**src/rtl/fwd_pkg.sv**
```systemverilog
package fwd_pkg;

  typedef enum logic [2:0] {
    K_ALU = 3'd0,
    K_LDM = 3'd1,
    K_LDR = 3'd2,
    K_LTR = 3'd3,
    K_STO = 3'd4,
    K_NOP = 3'd5
  } kind_e;

  typedef enum logic [1:0] {
    SRC_GPR   = 2'd0,
    SRC_CACHE = 2'd1,
    SRC_XRES  = 2'd2,
    SRC_HELD  = 2'd3
  } opsrc_e;

  typedef enum logic [1:0] {
    CCS_NONE = 2'd0,
    CCS_X    = 2'd1,
    CCS_Y    = 2'd2,
    CCS_TEST = 2'd3
  } ccsel_e;

  function automatic logic kind_writes(input logic [2:0] k);
    return (k == K_ALU) || (k == K_LDM) || (k == K_LDR) || (k == K_LTR);
  endfunction

  function automatic logic kind_reads(input logic [2:0] k);
    return (k == K_ALU) || (k == K_LDR) || (k == K_LTR) || (k == K_STO);
  endfunction

  function automatic logic kind_sets_cc(input logic [2:0] k);
    return (k == K_ALU) || (k == K_LTR);
  endfunction

endpackage

```
**src/rtl/fwd_dep_detect.sv**
```systemverilog
module fwd_dep_detect
  import fwd_pkg::*;
#(
  parameter int AW = 4
) (
  input  logic          x_vld,
  input  logic [2:0]    x_kind,
  input  logic [AW-1:0] x_dst,
  input  logic [AW-1:0] x_src,
  input  logic          y_vld,
  input  logic [2:0]    y_kind,
  input  logic [AW-1:0] y_dst,
  input  logic [AW-1:0] y_src,
  output logic [AW-1:0] y_rd_addr,
  output logic          no_group,
  output logic          y_go,
  output logic          x_we,
  output logic          y_we,
  output opsrc_e        op_sel,
  output ccsel_e        cc_sel
);

  logic x_wr, y_wr, y_rd, dep;
  logic pat_mem, pat_reg, pat_cc, collide;

  always_comb begin
    x_wr    = x_vld && kind_writes(x_kind);
    y_wr    = y_vld && kind_writes(y_kind);
    y_rd    = y_vld && kind_reads(y_kind);
    dep     = x_wr && y_rd && (y_src == x_dst);
    pat_mem = dep && (x_kind == K_LDM);
    pat_reg = dep && (x_kind == K_LDR);
    pat_cc  = dep && kind_sets_cc(x_kind) && (y_kind == K_LTR) && (y_dst == y_src);
    no_group = dep && !(pat_mem || pat_reg || pat_cc);
    y_go    = y_vld && !no_group;
    collide = x_wr && y_go && y_wr && (x_dst == y_dst) && !pat_cc;
    x_we    = x_wr && !collide;
    y_we    = y_go && y_wr && !pat_cc;
    y_rd_addr = pat_reg ? x_src : y_src;

    if (!y_go)        op_sel = SRC_HELD;
    else if (pat_mem) op_sel = SRC_CACHE;
    else if (pat_cc)  op_sel = SRC_XRES;
    else              op_sel = SRC_GPR;

    if (pat_cc)                                cc_sel = CCS_TEST;
    else if (y_go && kind_sets_cc(y_kind))     cc_sel = CCS_Y;
    else if (x_vld && kind_sets_cc(x_kind))    cc_sel = CCS_X;
    else                                       cc_sel = CCS_NONE;
  end

endmodule

```
**src/rtl/fwd_cc_eval.sv**
```systemverilog
module fwd_cc_eval #(
  parameter int DW = 64
) (
  input  logic [DW-1:0] value,
  output logic [1:0]    cc
);

  always_comb begin
    if (value == '0)       cc = 2'd0;
    else if (value[DW-1])  cc = 2'd1;
    else                   cc = 2'd2;
  end

endmodule

```
**src/rtl/fwd_out_stage.sv**
```systemverilog
module fwd_out_stage #(
  parameter int W = 8
) (
  input  logic         clk,
  input  logic         rst_n,
  input  logic         in_valid,
  output logic         in_ready,
  input  logic [W-1:0] d,
  output logic         out_valid,
  input  logic         out_ready,
  output logic [W-1:0] q
);

  assign in_ready = !out_valid || out_ready;

  always_ff @(posedge clk) begin
    if (!rst_n) begin
      out_valid <= 1'b0;
      q         <= '0;
    end else if (in_valid && in_ready) begin
      out_valid <= 1'b1;
      q         <= d;
    end else if (out_ready) begin
      out_valid <= 1'b0;
    end
  end

endmodule

```
**src/rtl/fwd_pair_resolver.sv**
```systemverilog
module fwd_pair_resolver
  import fwd_pkg::*;
#(
  parameter int DW = 64,
  parameter int AW = 4
) (
  input  logic          clk,
  input  logic          rst_n,
  input  logic          grp_valid,
  output logic          grp_ready,
  input  logic          x_vld,
  input  logic [2:0]    x_kind,
  input  logic [AW-1:0] x_dst,
  input  logic [AW-1:0] x_src,
  input  logic          y_vld,
  input  logic [2:0]    y_kind,
  input  logic [AW-1:0] y_dst,
  input  logic [AW-1:0] y_src,
  input  logic [DW-1:0] x_cache_data,
  input  logic [DW-1:0] y_gpr_data,
  input  logic [DW-1:0] x_result,
  input  logic [1:0]    x_cc,
  input  logic [1:0]    y_cc,
  output logic [AW-1:0] y_rd_addr,
  output logic          no_group,
  output logic          res_valid,
  input  logic          res_ready,
  output logic [DW-1:0] y_operand,
  output logic [1:0]    y_op_src,
  output logic          x_wr_en,
  output logic          y_wr_en,
  output logic          y_issued,
  output logic          cc_valid,
  output logic [1:0]    cc_out
);

  localparam int PW = DW + 8;

  logic   y_go, x_we, y_we;
  opsrc_e op_sel;
  ccsel_e cc_sel;
  logic [1:0]    test_cc;
  logic [DW-1:0] opnd;
  logic [1:0]    cc_n;
  logic          ccv_n;
  logic [PW-1:0] pk_d, pk_q;

  fwd_dep_detect #(.AW(AW)) u_det (
    .x_vld(x_vld), .x_kind(x_kind), .x_dst(x_dst), .x_src(x_src),
    .y_vld(y_vld), .y_kind(y_kind), .y_dst(y_dst), .y_src(y_src),
    .y_rd_addr(y_rd_addr), .no_group(no_group), .y_go(y_go),
    .x_we(x_we), .y_we(y_we), .op_sel(op_sel), .cc_sel(cc_sel)
  );

  fwd_cc_eval #(.DW(DW)) u_cc (.value(x_result), .cc(test_cc));

  always_comb begin
    unique case (op_sel)
      SRC_GPR:   opnd = y_gpr_data;
      SRC_CACHE: opnd = x_cache_data;
      SRC_XRES:  opnd = x_result;
      default:   opnd = '0;
    endcase
    ccv_n = (cc_sel != CCS_NONE);
    unique case (cc_sel)
      CCS_TEST: cc_n = test_cc;
      CCS_Y:    cc_n = y_cc;
      CCS_X:    cc_n = x_cc;
      default:  cc_n = 2'd0;
    endcase
    pk_d = {opnd, op_sel, x_we, y_we, y_go, ccv_n, cc_n};
  end

  fwd_out_stage #(.W(PW)) u_stage (
    .clk(clk), .rst_n(rst_n),
    .in_valid(grp_valid), .in_ready(grp_ready), .d(pk_d),
    .out_valid(res_valid), .out_ready(res_ready), .q(pk_q)
  );

  assign {y_operand, y_op_src, x_wr_en, y_wr_en, y_issued, cc_valid, cc_out} = pk_q;

endmodule

```
**config.mk**
```make
export PLATFORM = sky130hd
export DESIGN_NAME = fwd_pair_resolver
export DESIGN_NICKNAME = d
export VERILOG_FILES = /design/src/rtl/fwd_pkg.sv /design/src/rtl/fwd_dep_detect.sv /design/src/rtl/fwd_cc_eval.sv /design/src/rtl/fwd_out_stage.sv /design/src/rtl/fwd_pair_resolver.sv
export SDC_FILE = /design/constraint.sdc
export NUM_CORES = 1
export LEC_CHECK = 0
export CAP_MARGIN = 10
export CELL_PAD_IN_SITES_DETAIL_PLACEMENT = 1
export CELL_PAD_IN_SITES_GLOBAL_PLACEMENT = 2
export CORE_AREA = 5 5 163 165
export DETAILED_ROUTE_END_ITERATION = 8
export DIE_AREA = 0 0 168 170
export GPL_TIMING_DRIVEN = 0
export PLACE_DENSITY = 0.8
export SLEW_MARGIN = 30
export SYNTH_ARGS = -nofsm -noshare
export SYNTH_HDL_FRONTEND = slang
export SYNTH_SLANG_ARGS = --single-unit
export TNS_END_PERCENT = 30
```
**constraint.sdc**
```tcl
create_clock -name clk -period 2.2 [get_ports clk]
set_input_delay 0.44 -clock clk [delete_from_list [all_inputs] [get_ports clk]]
set_output_delay 0.44 -clock clk [all_outputs]
set_load 0.02 [all_outputs]
```
Word level (Yosys, flattened, before mapping)
Index checks and enable logic that the tools add are counted.
- register bits after elaboration: 73
- memory bits (writable): 0
- input port bits: 224
- latch bits: 0
- output and inout port bits: 79
- memories: 0
- word-level logic and storage cells: 77
- memory bits (read-only): 0
- reduce and logical (&&, ||, !) cells: 47
- bitwise gates (word level): 0
- shift-type cells: 0
- multiplexer cells: 13
- equality and inequality tests: 15
- divide/modulo/power cells: 0
- order comparisons: 0
- multipliers: 0
- add/subtract/negate cells: 0
- operators by type and width (operator ; count):
    64-bit case mux with 3 select lines ; 1
    64-bit logical NOT ; 1
    1-bit logical AND ; 22
    1-bit logical OR ; 14
    2-bit two-way mux ; 7
    3-bit by 2-bit == test with 1-bit output (second input constant) ; 4
    4-bit == test ; 3
    2-bit == test (second input constant) ; 3
    3-bit by 1-bit == test with 1-bit output (second input constant) ; 2
    3-bit logical NOT ; 2
    2-bit case mux with 3 select lines ; 1
    1-bit logical NOT ; 5
    2-bit by 1-bit == test with 1-bit output (second input constant) ; 2
    4-bit two-way mux ; 1
    2-bit nonzero test ; 2
    3-bit == test (second input constant) ; 1
    1-bit two-way mux ; 3
    2-bit logical NOT ; 1

Longest topological paths before layout
Gate-level depths: netlist (run 1).
- depth in word-level cells: 21
- depth in mapped cells: 8
- mapped depth without buffers: 6

Hierarchy
From an unflattened synthesis (run 1), not the netlist that was laid out.
- cells, all modules: 544
- area, all modules: 4988.5 um2
- modules (own cells, without submodules) (module ; cells each ; area each (um2) ; instances ; sequential area each (um2)):
    fwd_out_stage ; 317 ; 2986.6 ; 1 ; 1461.4
    fwd_pair_resolver ; 156 ; 1463.9 ; 1 ; 0.0
    fwd_dep_detect ; 48 ; 375.4 ; 1 ; 0.0
    fwd_cc_eval ; 23 ; 162.7 ; 1 ; 0.0

Worst setup path before layout (run 1)
Ideal clock, no wire load.
- path kind: input port to flip-flop
- start point: input y_kind[0]
- end point: register u_stage.q[19]
- required time: 2.078 ns
- library setup time: 0.122 ns
- path buffers: 1
- stages on the path: 7
- path slack: -0.156 ns
- arrival: 2.234 ns
- path through: nor2b_1 -> a2111oi_2 -> nand4_4 -> nor3_4 -> nor3_2 -> buf_6 -> a221o_1
- word-level cells in the longest chain between the ends: 18
- elaborated cells between the ends (all ways): 28
- classes of those cells: eq/ne (5); mux (4); reduce/logical (19)
- ends and longest elaborated chain (element ; line ; RTL):
    start: declaration ; fwd_pair_resolver.sv:16 ; input logic [2:0] y_kind,
    3-bit by 2-bit == test with 1-bit output / 3-bit logical NOT (equally long branches) ; fwd_pkg.sv:31 ; return (k == K_ALU) || (k == K_LDR) || (k == K_LTR) || (k == K_STO);
    1-bit logical OR (3 in a row) ; fwd_pkg.sv:31 ;
    1-bit logical AND ; fwd_dep_detect.sv:29 ; y_rd = y_vld && kind_reads(y_kind);
    1-bit logical AND (2 in a row) ; fwd_dep_detect.sv:30 ; dep = x_wr && y_rd && (y_src == x_dst);
    1-bit logical AND (3 in a row) ; fwd_dep_detect.sv:33 ; pat_cc = dep && kind_sets_cc(x_kind) && (y_kind == K_LTR) && (y_dst == y_src);
    1-bit logical OR ; fwd_dep_detect.sv:34 ; no_group = dep && !(pat_mem || pat_reg || pat_cc);
    1-bit logical NOT ; fwd_dep_detect.sv:34 ;
    1-bit logical AND * ; fwd_dep_detect.sv:34 ;
    named net no_group ; fwd_pair_resolver.sv:25 ; output logic no_group,
    1-bit logical NOT * ; fwd_dep_detect.sv:35 ; y_go = y_vld && !no_group;
    1-bit logical AND * ; fwd_dep_detect.sv:35 ;
    2-bit two-way mux * ; fwd_dep_detect.sv:41 ; if (!y_go) op_sel = SRC_HELD;
    2-bit == test (tied with other cells) ; fwd_pair_resolver.sv:58 ; unique case (op_sel)
    64-bit case mux with 3 select lines * ; fwd_pair_resolver.sv:58 ;
    end signal: assignment ; fwd_out_stage.sv:19 ; q <= '0;
    end signal: assignment ; fwd_out_stage.sv:22 ; q <= d;
    end: declaration ; fwd_out_stage.sv:11 ; output logic [W-1:0] q
The timed path passes the listed nets; every way through them passes the cells marked *.
A chain may end at the register's enable or synchronous reset.

Final worst setup path (run 1)
- start point: input y_src[0]
- end point: register u_stage.q[57]
- word-level cells in the longest chain between the ends: 13
- elaborated cells between the ends (all ways): 21
- classes of those cells: eq/ne (4); mux (4); reduce/logical (13)
- ends and longest elaborated chain (element ; line ; RTL):
    start: declaration ; fwd_pair_resolver.sv:18 ; input logic [AW-1:0] y_src,
    4-bit == test ; fwd_dep_detect.sv:30 ;
    1-bit logical AND ; fwd_dep_detect.sv:30 ;
    1-bit logical AND (3 in a row) ; fwd_dep_detect.sv:33 ;
    1-bit logical OR ; fwd_dep_detect.sv:34 ;
    1-bit logical NOT ; fwd_dep_detect.sv:34 ;
    1-bit logical AND ; fwd_dep_detect.sv:34 ;
    1-bit logical NOT ; fwd_dep_detect.sv:35 ;
    1-bit logical AND ; fwd_dep_detect.sv:35 ;
    2-bit two-way mux * ; fwd_dep_detect.sv:41 ;
    2-bit == test (tied with other cells) ; fwd_pair_resolver.sv:58 ;
    64-bit case mux with 3 select lines * ; fwd_pair_resolver.sv:58 ;
Mark *: on every way between the ends. The rest lies on a longest branch, timed or not.

==> results_dict.tcl, run 1 <==
set metrics [dict create \
    grt_max_degree 14 \
    report.final.setup_viol 8 \
    synth_seq_area_share 0.400 \
    core-area_sq_um 24900 \
    die_area_sq_um 28600 \
    clk_pin_slew_ns 0.06 \
    rsz0062_at_grt "yes" \
    drtIter0Drc 222 \
    cts_root_buffer "clkbuf_16" \
    rows 58 \
    period_minus_slack_ns 2.22 \
    placed_cell_area_sq_um 7130 \
    syn-num-nets 565 \
    via_per_inst 4.54 \
    htree_levels 3 \
    ff2ff_path_depth 7 \
    wl_um 23700 \
    start_util 0.147 \
    busiest_layer "met2" \
    fin_worst_skew_ns 0.00833 \
    crit_top_cell "buf_12" \
    max_slew_margin 0.604 \
    grt_pass1_vias 5269 \
    syn_area_sq_um 3650 \
    finalCritPeriodShare 1.01 \
    io_pins 303 \
    worstSetupPathType "in -> reg" \
    path_depth 11 \
    cp_slowest_cell "a2111oi_4" \
    maxCapViolCount 0 \
    worst_slew_pin_slew_ns 0.594 \
    design_area_sq_um 8300 \
    met2_usage 0.273 \
    fin_ws_ns -0.0165 \
    arrival_ns 2.43 \
    synth.distinct_cells 41 \
    syn_inst 341 \
    ant_nets 0 \
    avgRoutedWirePerCell_um 23.0 \
    num_vias 4687 \
    p_leak_uw 0.00310 \
    track_usage 0.153 \
    met1_usage 0.177 \
    cts_buffer_depth 2 \
    slew_violations 0 \
    fill_cells 2766 \
    whs_ns 0.466 \
    area_growth_pct 127 \
    cts.sinks 73 \
    syn_area_per_cell_sq_um 10.7 \
    status "finished with violations" \
    crit_buf_inv 5 \
    grt_overflow_total 0 \
    fmax_mhz 451 \
    place_hpwl_um 18100 \
    violations "negative setup slack" \
    path_max_fanout 10 \
    max_stage_delay_ns 0.38 \
    crit_family "compound AO/OA/AOI/OAI gates" \
    io_buffers 302 \
    grtUsageMet3 0.0513 \
    cts_tree "built" \
    firstDrtPassIters 4 \
    crit_chain "buf_8, xor2_4, a2111oi_4, nand4_4, buf_6, buf_4, a21oi_4, nor3_4, buf_12, buf_12, a221o_1" \
    drc 0 \
    hold_viol_final 0 \
    die_w_um 168 \
    antenna_found_initial 0 \
    nNetsFinal 922 \
    cts_buffers 9 \
    grt_pass1_wl_um 33300 \
    die_h_um 170 \
    gp_congestion 0.817 \
    antennaDiodeCount 0 \
    startpoint_type "input pin" \
    worstSetupEndpointType "flop" \
    ys_seq_elements 73 \
    min_path_cells 2 \
    max-vdd-ir-drop_v 0.000456 \
    synth_warnings 0 \
    place_ws_ns -1.26 \
    layout-drive-gt1-share 0.213 \
    setup_tns_ns -0.0463 \
    clk_latency_ns 0.34 \
    required_ns 2.42 \
    power-per-cell-area_nw_per_um2 488 \
    holdCritPathClass "reg -> reg" \
]
-- worst reg2reg max path: stages, from the launching register on --
cell and delay (ns):
dfxtp_1 0.32, nand2b_2 0.10, nand2_2 0.11, and2_1 0.23
clkbuf_4 0.23, clkbuf_4 0.23, a22o_1 0.25, a221o_1 0.27
-- per-stage QoR --
step,power [uW],instances,utilization
floorplan,1690,341,-
global placement,2340,973,0.286
detailed placement,2350,973,0.287
CTS,4100,1016,0.317
global route,4220,1033,0.334
finish,4050,1033,0.334
-- Yosys cell counts, drive strengths merged --
| cell type | instances | area (sq um) |
|---|---|---|
| buf | 13 | 140 |
| a31oi | 1 | 6.26 |
| nor2b | 4 | 25.0 |
| a22oi | 2 | 15.0 |
| and3 | 1 | 6.26 |
| and3b | 1 | 8.76 |
| o31ai | 1 | 7.51 |
| a21oi | 2 | 10.0 |
| dfxtp | 73 | 1460 |
| or4 | 2 | 18.8 |
| and2 | 6 | 37.5 |
| o21a | 1 | 7.51 |
| a221o | 63 | 631 |
| clkbuf | 14 | 52.6 |
| nand2b | 2 | 12.5 |
| mux2 | 4 | 45.0 |
| o211a | 1 | 10.0 |
| nand3 | 5 | 25.0 |
| o21ai | 6 | 30.0 |
| inv | 1 | 3.75 |
| o221a | 1 | 11.3 |
| nor4 | 19 | 134 |
| a2111oi | 1 | 15.0 |
| a21boi | 3 | 22.5 |
| o211ai | 2 | 15.0 |
| nor3 | 6 | 62.6 |
| a211oi | 3 | 22.5 |
| a22o | 63 | 552 |
| nand4 | 6 | 52.6 |
| nand2 | 8 | 30.0 |
| nor3b | 1 | 7.51 |
| nor2 | 10 | 37.5 |
| xor2 | 7 | 61.3 |
| xnor2 | 7 | 61.3 |
| and4bb | 1 | 12.5 |
-- final cells by class --
class,instances,area (sq um),area share
timing repair buffer,347,3510,0.423
multi-input combinational,240,2290,0.276
sequential,73,1460,0.176
tap,330,413,0.0497
buffer,26,305,0.0368
clock buffer,10,229,0.0276
clock inverter,6,90.1,0.0109
inverter,1,3.75,0.000452
-- per-layer routing --
| layer | vias up | part of all wire |
|---|---|---|
| met5 | - | 0 |
| met3 | 26 | 0.078 |
| met2 | 222 | 0.50 |
| li1 | 2168 | - |
| met1 | 2271 | 0.41 |
| met4 | 0 | 0.019 |
-- registers in the layout, indices dropped and copies added, names as in the netlist --
signal	count
u_stage.q	72
u_stage.out_valid	1
-- cells in the final DEF, fill, tap and decap left out, drive strengths merged, types with 2 or more instances in the layout --
master         netlist  final
and2                 6      6
dlygate4sd2          0      3
a22o                63     63
or4                  2      2
a22oi                2      2
xnor2                7      7
xor2                 7      7
clkbuf              14     38
nor2b                4      4
a21boi               3      3
clkdlybuf4s50        0    277
a221o               63     63
nor3                 6      6
dfxtp               73     73
o211ai               2      2
inv                  1      3
nand2b               2      2
clkdlybuf4s15        0      3
a21oi                2      2
buf                 13     62
bufinv               0      2
nand4                6      6
nand2                8      8
nand3                5      5
mux2                 4      4
nor4                19     19
nor2                10     10
o21ai                6      6
a211oi               3      3
-- repair_timing --
item	4_1_cts	5_1_grt
resized for setup	140	49
pin swaps	14	22
cloned	0	8
endpoints found under the setup margin	75	71
setup buffers	28	10
hold endpoints to repair	0	0
hold buffers	0	0
-- where the power goes --
| group | leakage, uW | switching, uW | internal [uW] |
|---|---|---|---|
| Sequential | 0.000596 | 32.8 | 1380 |
| Clock | 0.000153 | 647 | 1000 |
| Combinational | 0.00235 | 390 | 598 |
-- final timing paths --
check,startpoint,end,slack [ns]
worst max-delay path,y_src[0],u_stage.q[57],-0.02
worst max register to register,u_stage.out_valid,u_stage.q[64],0.34
worst min-delay path,u_stage.q[4],u_stage.q[4],0.47
worst min register to register,u_stage.q[4],u_stage.q[4],0.47
-- kinds of logic after synthesis --
| group | after synthesis | share of synthesized area |
|---|---|---|
| AOI/OAI and AO/OA | 150 | 0.371 |
| DFF | 73 | 0.400 |
| and+or+nand+nor | 72 | 0.129 |
| buffers and inverters | 28 | 0.0538 |
| xor gates and xnor gates | 14 | 0.0336 |
| muxes | 4 | 0.0123 |
Note: power is estimated with default switching activity, not from simulation.
==> inputs of run 2 (changes only) <==
- PLACE_DENSITY: 0.8 -> unset
- PLACE_DENSITY_LB_ADDON: unset -> 0.1
==> run 2 against run 1 <==
  * The run still ends with negative setup slack left
  * Worst hold slack got worse by 0.024 ns
  * Final area down 4.2%
  * Via count down 4.1%
  * Utilization shrank 1.4 points
  * Count of clock-buffer cells in the layout unchanged
  * First-iteration DRC count down 32%
  * Sequential share of layout area is 0.76 points higher
  * Critical path type is now in -> out
==> results_dict.tcl, run 2 (synthesized netlist as in run 1, its figures left out) <==
set metrics [dict create \
    status "finished with violations" \
    violations "negative setup slack" \
    final_common_cell "clkdlybuf4s50_1" \
    num_vias 4495 \
    io_pins 303 \
    finalCritPeriodShare 1.02 \
    area_growth_pct 118 \
    largest_reg_flops 72 \
    power-per-cell-area_nw_per_um2 506 \
    rsz0062_at_grt "yes" \
    htree_levels 3 \
    cts_buffers 9 \
    power_uw 4020 \
    grt_pass1_vias 5158 \
    drc 0 \
    arrival_ns 1.80 \
    avgRoutedWirePerCell_um 23.1 \
    drtIter0Drc 151 \
    startpoint_type "input pin" \
    antenna_found_initial 4 \
    worst_slew_pin_slew_ns 0.607 \
    rows 58 \
    clk_latency_ns 0.34 \
    place_ws_ns -1.52 \
    cts_tree "built" \
    cts.sinks 73 \
    hold_viol_final 0 \
    wl_um 23300 \
    core-area_sq_um 24900 \
    cts_root_buffer "clkbuf_16" \
    cts_buffer_depth 2 \
    report.final.setup_viol 4 \
    reg_top3 "u_stage.q (72), u_stage.out_valid (1)" \
    io_buffers 302 \
    die_h_um 170 \
    fin_ws_ns -0.0432 \
    max_slew_margin 0.593 \
    path_max_fanout 4 \
    grt_overflow_total 0 \
    die_area_sq_um 28600 \
    slew_violations 0 \
    clk_pin_slew_ns 0.06 \
    max-vdd-ir-drop_v 0.000265 \
    nNetsFinal 901 \
    worstSetupPathType "in -> out" \
    firstDrtPassIters 4 \
    track_usage 0.155 \
    gp_congestion 0.793 \
    p_leak_uw 0.00296 \
    fmax_mhz 446 \
    instances_no_fill 1012 \
    die_w_um 168 \
    maxCapViolCount 0 \
    holdCritPathClass "in -> reg" \
    worstSetupEndpointType "primary output" \
    place_hpwl_um 18600 \
    required_ns 1.76 \
    start_util 0.147 \
    place_inst 973 \
    via_per_inst 4.44 \
    grt_max_degree 13 \
    period_minus_slack_ns 2.24 \
    largest-register "u_stage.q" \
    layout-drive-gt1-share 0.175 \
    layout_common_cells "277 x clkdlybuf4s50_1, 73 x dfxtp_1, 63 x a22o_1, 63 x a221o_1, 26 x buf_4" \
    fin_worst_skew_ns 0.00580 \
    ant_nets 0 \
    grt_pass1_wl_um 33400 \
]
[run 2: critical path: stages]
cell and delay, ns:
buf_4 0.14, xor2_4 0.16, and3b_1 0.25, and3_4 0.21, nand3_4 0.13, mux2_4 0.34
buf_6 0.13
[run 2: path summary, 6_finish.rpt]
path                                         from            end  slack (ns)  cells after the start
worst min-delay path                    y_kind[2]   u_stage.q[4]        0.44                      3
worst max register to register  u_stage.out_valid  u_stage.q[57]        0.35                      7
worst min register to register       u_stage.q[4]   u_stage.q[4]        0.47                      2
worst max-delay path                     x_dst[0]   y_rd_addr[0]       -0.04                      7
[run 2: metrics by stage]
| stage | cell area (sq um) | hold WS (ns) | utilization | TNS (ns) |
|---|---|---|---|---|
| finish | 7960 | 0.441 | 0.320 | -0.163 |
| global route | 7960 | 0.449 | 0.320 | -0.733 |
| CTS | 7830 | 0.477 | 0.315 | -0.174 |
| detailed placement | 7130 | 0.470 | 0.286 | -100.05 |
| global placement | 7130 | 0.464 | 0.286 | -97.46 |
| floorplan | 3690 | 0.538 | - | -1.32 |
[run 2: layer usage]
metal	track usage	routed length (um)
met5	0	31
met4	0.0367	309
met3	0.0564	1910
met2	0.269	11400
met1	0.184	9660
[run 2: report_power, final]
group	internal [uW]	switching, uW
clock network	989	640
registers	1380	31.0
logic	601	384
[run 2: timing repair]
| action | in CTS | in global routing |
|---|---|---|
| gates resized for setup | 151 | 34 |
| buffers inserted | 22 | 3 |
| hold buffers | 0 | 0 |
| setup endpoints to repair | 76 | 68 |
| pin swaps | 17 | 8 |
[run 2: layout make-up]
type / instances / area [sq um]
antenna: 1 / 2.50
buffer: 26 / 288
clock buffer: 10 / 229
clock inverter: 5 / 81.3
fill: 2740 / 16900
inverter: 1 / 3.75
multi-input combinational: 240 / 2270
sequential: 73 / 1460
tap: 330 / 413
timing repair buffer: 326 / 3210
